`src/rtl/mv_uart_pkg.sv`:
```
// Package: shared constants and the frame state type for the receiver.
// Assumes a fixed 8-bit frame with one stop bit.
package mv_uart_pkg;
    localparam int DATA_W = 8;
    localparam int IDX_W  = $clog2(DATA_W);

    typedef enum logic [1:0] {
        ST_IDLE,
        ST_START,
        ST_DATA,
        ST_STOP
    } rx_state_t;
endpackage

```
`src/rtl/mv_bit_sampler.sv`:
```
// Bit sampler: counts oversampling ticks within a bit period and votes on
// three mid-bit samples. Assumes OSR is a power of two and at least 8; the
// counter is held at zero while `active` is low.
module mv_bit_sampler #(
    parameter int OSR = 16
) (
    input  logic clk,
    input  logic rst_n,
    input  logic tick,
    input  logic rxd,
    input  logic active,
    output logic vote_stb,
    output logic vote,
    output logic bit_end
);
    localparam int CNT_W = $clog2(OSR);
    localparam logic [CNT_W-1:0] SMP_A = CNT_W'(OSR/2 - 2);
    localparam logic [CNT_W-1:0] SMP_B = CNT_W'(OSR/2 - 1);
    localparam logic [CNT_W-1:0] SMP_C = CNT_W'(OSR/2);
    localparam logic [CNT_W-1:0] LAST  = CNT_W'(OSR - 1);

    logic [CNT_W-1:0] cnt;
    logic             s_a;
    logic             s_b;
    logic             step;

    assign step = active && tick;

    // Tick position inside the current bit period.
    always_ff @(posedge clk) begin
        if (!rst_n || !active) begin
            cnt <= '0;
        end else if (tick) begin
            cnt <= (cnt == LAST) ? '0 : cnt + 1'b1;
        end
    end

    // Capture the first two of the three vote samples.
    always_ff @(posedge clk) begin
        if (!rst_n) begin
            s_a <= 1'b1;
            s_b <= 1'b1;
        end else if (step) begin
            if (cnt == SMP_A) s_a <= rxd;
            if (cnt == SMP_B) s_b <= rxd;
        end
    end

    // Third sample is live; the vote is valid when vote_stb is high.
    always_comb begin
        vote     = (s_a & s_b) | (s_a & rxd) | (s_b & rxd);
        vote_stb = step && (cnt == SMP_C);
        bit_end  = step && (cnt == LAST);
    end
endmodule

```
`src/rtl/mv_frame_ctrl.sv`:
```
// Frame control: qualifies the start bit, shifts data bits in LSB first and
// emits a one-cycle completion pulse on the stop-bit vote. Assumes `rxd` is
// already synchronous to `clk`.
module mv_frame_ctrl
    import mv_uart_pkg::*;
(
    input  logic              clk,
    input  logic              rst_n,
    input  logic              tick,
    input  logic              rxd,
    input  logic              vote_stb,
    input  logic              vote,
    input  logic              bit_end,
    output logic              active,
    output logic              frame_done,
    output logic [DATA_W-1:0] frame_data,
    output logic              stop_bad
);
    localparam logic [IDX_W-1:0] LAST_IDX = IDX_W'(DATA_W - 1);

    rx_state_t        state;
    logic [IDX_W-1:0] bit_idx;
    logic             go;

    // A low line on an idle tick opens a candidate start bit.
    always_comb begin
        go     = (state == ST_IDLE) && tick && !rxd;
        active = (state != ST_IDLE) || go;
    end

    // Frame sequencing, shift register and completion pulse.
    always_ff @(posedge clk) begin
        if (!rst_n) begin
            state      <= ST_IDLE;
            bit_idx    <= '0;
            frame_data <= '0;
            frame_done <= 1'b0;
            stop_bad   <= 1'b0;
        end else begin
            frame_done <= 1'b0;
            case (state)
                ST_IDLE: begin
                    if (go) state <= ST_START;
                end
                ST_START: begin
                    if (vote_stb && vote) begin
                        state <= ST_IDLE;
                    end else if (bit_end) begin
                        state   <= ST_DATA;
                        bit_idx <= '0;
                    end
                end
                ST_DATA: begin
                    if (vote_stb) frame_data <= {vote, frame_data[DATA_W-1:1]};
                    if (bit_end) begin
                        if (bit_idx == LAST_IDX) state <= ST_STOP;
                        else                     bit_idx <= bit_idx + 1'b1;
                    end
                end
                ST_STOP: begin
                    if (vote_stb) begin
                        frame_done <= 1'b1;
                        stop_bad   <= ~vote;
                        state      <= ST_IDLE;
                    end
                end
                default: state <= ST_IDLE;
            endcase
        end
    end
endmodule

```
`src/rtl/mv_hold_buf.sv`:
```
// Holding stage: second buffer with full flag, interrupt and overrun, plus a
// bypass to an external FIFO write port. Assumes frame_done is a one-cycle
// pulse.
module mv_hold_buf
    import mv_uart_pkg::*;
(
    input  logic              clk,
    input  logic              rst_n,
    input  logic              frame_done,
    input  logic [DATA_W-1:0] frame_data,
    input  logic              stop_bad,
    input  logic              fifo_en,
    input  logic              rd_strobe,
    output logic [DATA_W-1:0] buf_data,
    output logic              buf_full,
    output logic              irq,
    output logic              fifo_wr,
    output logic [DATA_W-1:0] fifo_wdata,
    output logic              frame_err,
    output logic              overrun
);
    // Route each completed frame and maintain the host-visible flags.
    always_ff @(posedge clk) begin
        if (!rst_n) begin
            buf_data   <= '0;
            buf_full   <= 1'b0;
            irq        <= 1'b0;
            fifo_wr    <= 1'b0;
            fifo_wdata <= '0;
            frame_err  <= 1'b0;
            overrun    <= 1'b0;
        end else begin
            irq     <= 1'b0;
            fifo_wr <= 1'b0;
            if (rd_strobe) begin
                buf_full <= 1'b0;
                overrun  <= 1'b0;
            end
            if (fifo_en) buf_full <= 1'b0;
            if (frame_done) begin
                frame_err <= stop_bad;
                if (fifo_en) begin
                    fifo_wr    <= 1'b1;
                    fifo_wdata <= frame_data;
                end else if (buf_full && !rd_strobe) begin
                    overrun <= 1'b1;
                end else begin
                    buf_data <= frame_data;
                    buf_full <= 1'b1;
                    irq      <= 1'b1;
                end
            end
        end
    end
endmodule

```
`src/rtl/mv_uart_rx.sv`:
```
// Top: synchronizes the serial line and chains sampler, frame control and
// holding stage. Assumes `tick` pulses for one clock, 16 times per bit, and
// never on two consecutive clocks.
module mv_uart_rx
    import mv_uart_pkg::*;
#(
    parameter int OSR         = 16,
    parameter int SYNC_STAGES = 2
) (
    input  logic              clk,
    input  logic              rst_n,
    input  logic              tick,
    input  logic              rxd,
    input  logic              fifo_en,
    input  logic              rd_strobe,
    output logic [DATA_W-1:0] buf_data,
    output logic              buf_full,
    output logic              irq,
    output logic              fifo_wr,
    output logic [DATA_W-1:0] fifo_wdata,
    output logic              frame_err,
    output logic              overrun
);
    logic [SYNC_STAGES-1:0] sync_q;
    logic                   rxd_s;
    logic                   active;
    logic                   vote_stb;
    logic                   vote;
    logic                   bit_end;
    logic                   frame_done;
    logic [DATA_W-1:0]      frame_data;
    logic                   stop_bad;

    // Bring the asynchronous line into the clock domain.
    always_ff @(posedge clk) begin
        if (!rst_n) sync_q <= '1;
        else        sync_q <= {sync_q[SYNC_STAGES-2:0], rxd};
    end
    assign rxd_s = sync_q[SYNC_STAGES-1];

    mv_bit_sampler #(.OSR(OSR)) u_sampler (
        .clk      (clk),
        .rst_n    (rst_n),
        .tick     (tick),
        .rxd      (rxd_s),
        .active   (active),
        .vote_stb (vote_stb),
        .vote     (vote),
        .bit_end  (bit_end)
    );

    mv_frame_ctrl u_ctrl (
        .clk        (clk),
        .rst_n      (rst_n),
        .tick       (tick),
        .rxd        (rxd_s),
        .vote_stb   (vote_stb),
        .vote       (vote),
        .bit_end    (bit_end),
        .active     (active),
        .frame_done (frame_done),
        .frame_data (frame_data),
        .stop_bad   (stop_bad)
    );

    mv_hold_buf u_hold (
        .clk        (clk),
        .rst_n      (rst_n),
        .frame_done (frame_done),
        .frame_data (frame_data),
        .stop_bad   (stop_bad),
        .fifo_en    (fifo_en),
        .rd_strobe  (rd_strobe),
        .buf_data   (buf_data),
        .buf_full   (buf_full),
        .irq        (irq),
        .fifo_wr    (fifo_wr),
        .fifo_wdata (fifo_wdata),
        .frame_err  (frame_err),
        .overrun    (overrun)
    );
endmodule

```
`config.mk`:
```
export PLATFORM = sky130hd
export DESIGN_NAME = mv_uart_rx
export DESIGN_NICKNAME = d
export VERILOG_FILES = /design/src/rtl/mv_uart_pkg.sv /design/src/rtl/mv_bit_sampler.sv /design/src/rtl/mv_frame_ctrl.sv /design/src/rtl/mv_hold_buf.sv /design/src/rtl/mv_uart_rx.sv
export SDC_FILE = /design/constraint.sdc
export NUM_CORES = 1
export LEC_CHECK = 0
export CAP_MARGIN = 20
export CORE_MARGIN = 8
export CORE_UTILIZATION = 50
export CTS_CLUSTER_DIAMETER = 40
export CTS_CLUSTER_SIZE = 16
export DETAILED_ROUTE_END_ITERATION = 12
export PLACE_DENSITY_LB_ADDON = 0.08
export SLEW_MARGIN = 0
export SYNTH_ARGS = -nofsm -noshare
export SYNTH_HDL_FRONTEND = slang
export SYNTH_HIERARCHICAL = 1
export SYNTH_SLANG_ARGS = --single-unit
```
`constraint.sdc`:
```
create_clock -name clk -period 2 [get_ports clk]
set_clock_uncertainty 0.15 [all_clocks]
set_input_delay 0.3 -clock clk [delete_from_list [all_inputs] [get_ports clk]]
set_output_delay 0.3 -clock clk [all_outputs]
set_load 0.03 [all_outputs]
```
==> results.md, run 1 <==
CTS:
- The source-to-sink clock delay at the later pin of the worst-skew pair is 0.29 ns.
- The CTS tree is done.
- The number of buffers on the longest clock path is 2.
- The number of buffers inserted to repair setup after CTS is 0.
- The number of buffers inserted during clock tree synthesis is 5.
- The post-CTS clock slew at the launch and capture registers of the worst setup and hold paths is 0.08 ns.
- The cell chosen for the clock root is sky130_fd_sc_hd__clkbuf_8.
- The total number of H-tree levels is 2.
- The total number of clock tree sinks is 44.

Global route:
- The initial antenna violation count is 0.
- The global router's overall resource usage is 0.1324.
- The largest net degree at the start of global routing is 23.
- The first global-routing pass estimated 6.561 mm of wire.
- The total overflow left after global routing is 0.
- The via count of the first global-routing pass is 1483.

Detailed routing:
- The detailed router's first-iteration violation count is 86.
- The ratio of routed vias to standard cells is 5.159.
- In the final routed layout, each cell accounts on average for 12.77 um.
- For this run, design rule violations remaining after detail routing come to 0.
- The number of nets with antenna violations after detailed routing is 0.
- The wire length reported by the detailed router is 3.703 mm.
- The first TritonRoute pass finished after 4 iterations.
- The total number of vias is 1496.

Timing:
- The headroom to the max-slew limit is 0.7753.
- The total negative setup slack is 0 ns.
- The maximum operating frequency is 533.8 MHz.
- Setup violations remaining at the end of the flow were counted as 0.
- The slew at the pin closest to its max-slew limit is 0.3357 ns.
- The count of final max-slew check failures is 0.
- The clock period could shrink to 1.873 ns.
- Setup repair after global routing left no endpoint under its margin.
- The count of endpoints failing hold in the final timing report is 0.
- Of the available clock period, the critical path in the final layout requires 0.9367.
- The final hold slack is 0.2641 ns.

Power:
- IR analysis of the VDD net gives a maximum drop of 0.3865 mV.
- The leakage power is 0.8473 nW.
- The ratio of total power to cell area is 687.4 nW/um^2.

Final layout:
- The combined area of the multi-input logic cells is 897.1 um^2.
- The proportion of layout cells with a drive suffix above 1 is 0.1074.
- At the end of the flow, the number of nets in the layout was 252.
- The final cell count without fillers is 290.
- The number of diodes added for antenna fixing is 0.
- Measured on the finished design, the core utilization comes to 0.6391.
- After routing the design area is 2322 um^2.
- The layout-stage area growth over the synthesis result is 24.06%.
- The filler cell count in the final layout is 323.
- The flip-flop and latch area is 880.8 um^2.

Placement:
- The final weighted congestion of routability-driven global placement is 0.7809.
- Detailed placement ended at an HPWL of 2.812 mm.
- The total instance count after detailed placement is 282.
- The area of placed instances is 2212 um^2.
- The number of buffers inserted by port buffering is 26.

Min path:
- Counting instances, the worst hold path has a depth of 1.
- The worst hold-check path type is register to register.
- The worst hold path endpoint is sync_q[1].
- The launch point of the worst hold path is sync_q[0].

Synth:
- The count of cell types in the netlist is 40.
- The area of the mapped netlist is 1872 um^2.
- The synthesized instance count is 208.
- Dividing the synthesized area by the synthesized cell count gives 8.999 um^2.
- The total nets after synthesis is 219.
- The share of the Yosys chip area taken by registers is 0.4706.
- Yosys printed 6 warnings.
- The number of storage elements in the synthesis netlist is 44.

Setup path:
- The logic depth of the worst register-to-register path is 7.
- Of all nets on the critical path, the largest fanout is 4.
- The register-to-register path setup slack is 0.22 ns.
- The startpoint of the lowest-slack register-to-register path is sync_q[1].
- The category of the worst setup path capture point is a register.
- The type of the setup path with the least slack is input pin to register.
- Data on the critical path arrives at its endpoint at 1.92 ns.
- The critical path launch point type is an input pin.
- The required time of the critical path is 2.05 ns.
- The reg-to-reg endpoint is u_ctrl/state[0].

Floorplanning:
- The die area is 5958 um^2.
- The starting density of the core is 0.5152.
- In this run the core area contains 22 standard-cell rows.
- From bottom edge to top edge, the die measures 77.19 um.
- The width of the die is 77.19 um.
- 27 I/O pins were placed.
- The core region area is 3633 um^2.

Run status:
- The flow ran to the end, and the final reports show no timing, DRC or antenna violations.

Flow run:
- Max-cap violations in this run came to 0.
-- critical path, stage by stage --
cell and delay [ns]:
sky130_fd_sc_hd__clkdlybuf4s50_1 0.47, sky130_fd_sc_hd__nor2b_1 0.16, sky130_fd_sc_hd__or3_1 0.14, sky130_fd_sc_hd__buf_4 0.12, sky130_fd_sc_hd__nand3_1 0.07, sky130_fd_sc_hd__nor2_1 0.28
sky130_fd_sc_hd__a311oi_1 0.15, sky130_fd_sc_hd__a211oi_1 0.24
-- worst max path at each step --
stage	from	end	slack, ns	cells after the start
2_1_floorplan	u_ctrl/state[0]	u_ctrl/state[0]	0.24	7
3_3_place_gp	tick	u_ctrl/frame_data[7]	-0.11	9
3_5_place_dp	tick	u_ctrl/state[0]	-0.21	8
4_1_cts	tick	u_ctrl/bit_idx[1]	0.11	9
5_1_grt	tick	u_ctrl/bit_idx[2]	0.02	9
6_report	tick	u_ctrl/state[0]	0.13	8
-- layout make-up --
class,instances,area share
tap,48,0.02586
clock buffer,6,0.03125
multi-input combinational,144,0.3863
inverter,9,0.01455
timing repair buffer,37,0.1476
clock inverter,2,0.01509
sequential,44,0.3793
-- report_power, final --
group | total, mW | internal [mW] | leakage [nW] | switching [mW]
clock | 0.659 | 0.371 | 0.0552 | 0.289
sequential | 0.880 | 0.878 | 0.355 | 0.00217
combinational | 0.0567 | 0.0258 | 0.437 | 0.0309
total | 1.60 | 1.27 | 0.847 | 0.322
-- registers in the layout (all words and copies together) (netlist names), 2 cells and up, named ones only --
| register | cells |
|---|---|
| u_ctrl/frame_data | 8 |
| u_sampler/cnt | 4 |
| u_hold/fifo_wdata | 8 |
| u_hold/buf_data | 8 |
| u_ctrl/bit_idx | 3 |
| sync_q | 2 |
-- cells in the mapped netlist, drive strengths merged --
master / number / share of area
o211a: 1 / 0.0053
o21ai: 5 / 0.013
inv: 9 / 0.018
and4b: 1 / 0.0053
a31oi: 1 / 0.0033
and2: 2 / 0.0067
nor3b: 2 / 0.011
dfxtp: 44 / 0.47
nand4b: 1 / 0.0047
nand2: 40 / 0.086
nand2b: 2 / 0.0067
and3: 2 / 0.0067
clkbuf: 3 / 0.0060
nor2: 7 / 0.014
maj3: 1 / 0.0053
a21boi: 8 / 0.032
buf: 8 / 0.027
a21oi: 12 / 0.032
ha: 5 / 0.033
xor2: 1 / 0.0047
or2b: 1 / 0.0040
or3: 1 / 0.0033
nand4: 1 / 0.0033
and2b: 1 / 0.0040
nor3: 1 / 0.0027
nand3b: 1 / 0.0040
nor2b: 4 / 0.021
a211oi: 2 / 0.0080
mux2i: 14 / 0.075
or4: 1 / 0.0040
a311oi: 1 / 0.0047
nand3: 24 / 0.064
a22o: 1 / 0.0094
-- cell usage in the layout, fill, tap and decap left out, types with 2 or more instances in the layout --
cell type and count:
sky130_fd_sc_hd__and2_1 2, sky130_fd_sc_hd__nor2b_1 2, sky130_fd_sc_hd__mux2i_1 14, sky130_fd_sc_hd__dfxtp_1 44
sky130_fd_sc_hd__nor2b_4 2, sky130_fd_sc_hd__nand2b_1 2, sky130_fd_sc_hd__and3_1 2, sky130_fd_sc_hd__a21oi_1 12
sky130_fd_sc_hd__clkdlybuf4s50_1 26, sky130_fd_sc_hd__nor2_1 6, sky130_fd_sc_hd__nand2_1 38, sky130_fd_sc_hd__a211oi_1 2
sky130_fd_sc_hd__o21ai_0 5, sky130_fd_sc_hd__a21boi_0 8, sky130_fd_sc_hd__ha_1 5, sky130_fd_sc_hd__nand3_1 24
sky130_fd_sc_hd__buf_4 11, sky130_fd_sc_hd__clkbuf_8 5, sky130_fd_sc_hd__inv_1 8
-- metal layers --
layer,part of all wire,track usage
met5,0,0
met4,0.012,0.04528
met3,0.051,0.05012
met2,0.50,0.2342
met1,0.44,0.1396
-- logic make-up after synthesis --
group	synth area share
muxes	0.07486
DFF	0.4706
adders and majority gates	0.03877
buffers and inverters	0.05146
AOI/OAI and AO/OA	0.1083
xor gates and xnor gates	0.004680
and+or+nand+nor	0.2514
-- per-stage QoR --
stage                     total power [mW]  setup slack, ns
after floorplan                     0.9316           0.2425
after global routing                 1.655          0.01701
after CTS                            1.613           0.1107
after global placement              0.9547          -0.1116
final                                1.596           0.1266
after detailed placement            0.9575          -0.2117
-- repair_timing --
action | 4_1_cts | 5_1_grt
endpoints found under the setup margin | 0 | 3
hold buffers | 0 | 0
resized for setup | 0 | 1
Power figures use the tool's default switching activity.
==> run 2: changes to the inputs <==
--- a/config.mk
+++ b/config.mk
@@ -5,6 +5,7 @@
 export SDC_FILE = /design/constraint.sdc
 export NUM_CORES = 1
 export LEC_CHECK = 0
+export ABC_CLOCK_PERIOD_IN_PS = 2000
 export CAP_MARGIN = 20
 export CORE_MARGIN = 8
 export CORE_UTILIZATION = 50
@@ -12,7 +13,6 @@
 export CTS_CLUSTER_SIZE = 16
 export DETAILED_ROUTE_END_ITERATION = 12
 export PLACE_DENSITY_LB_ADDON = 0.08
-export SLEW_MARGIN = 0
 export SYNTH_ARGS = -nofsm -noshare
 export SYNTH_HDL_FRONTEND = slang
 export SYNTH_HIERARCHICAL = 1
==> results of run 2 <==
Final layout, timing and power as in run 1 (identical DEF).
==> run 3: changes to the inputs <==
--- a/config.mk
+++ b/config.mk
@@ -17,3 +17,4 @@
 export SYNTH_HDL_FRONTEND = slang
 export SYNTH_HIERARCHICAL = 1
 export SYNTH_SLANG_ARGS = --single-unit
+export TNS_END_PERCENT = 30
==> results of run 3 <==
Final layout, timing and power as in run 1 (identical DEF).
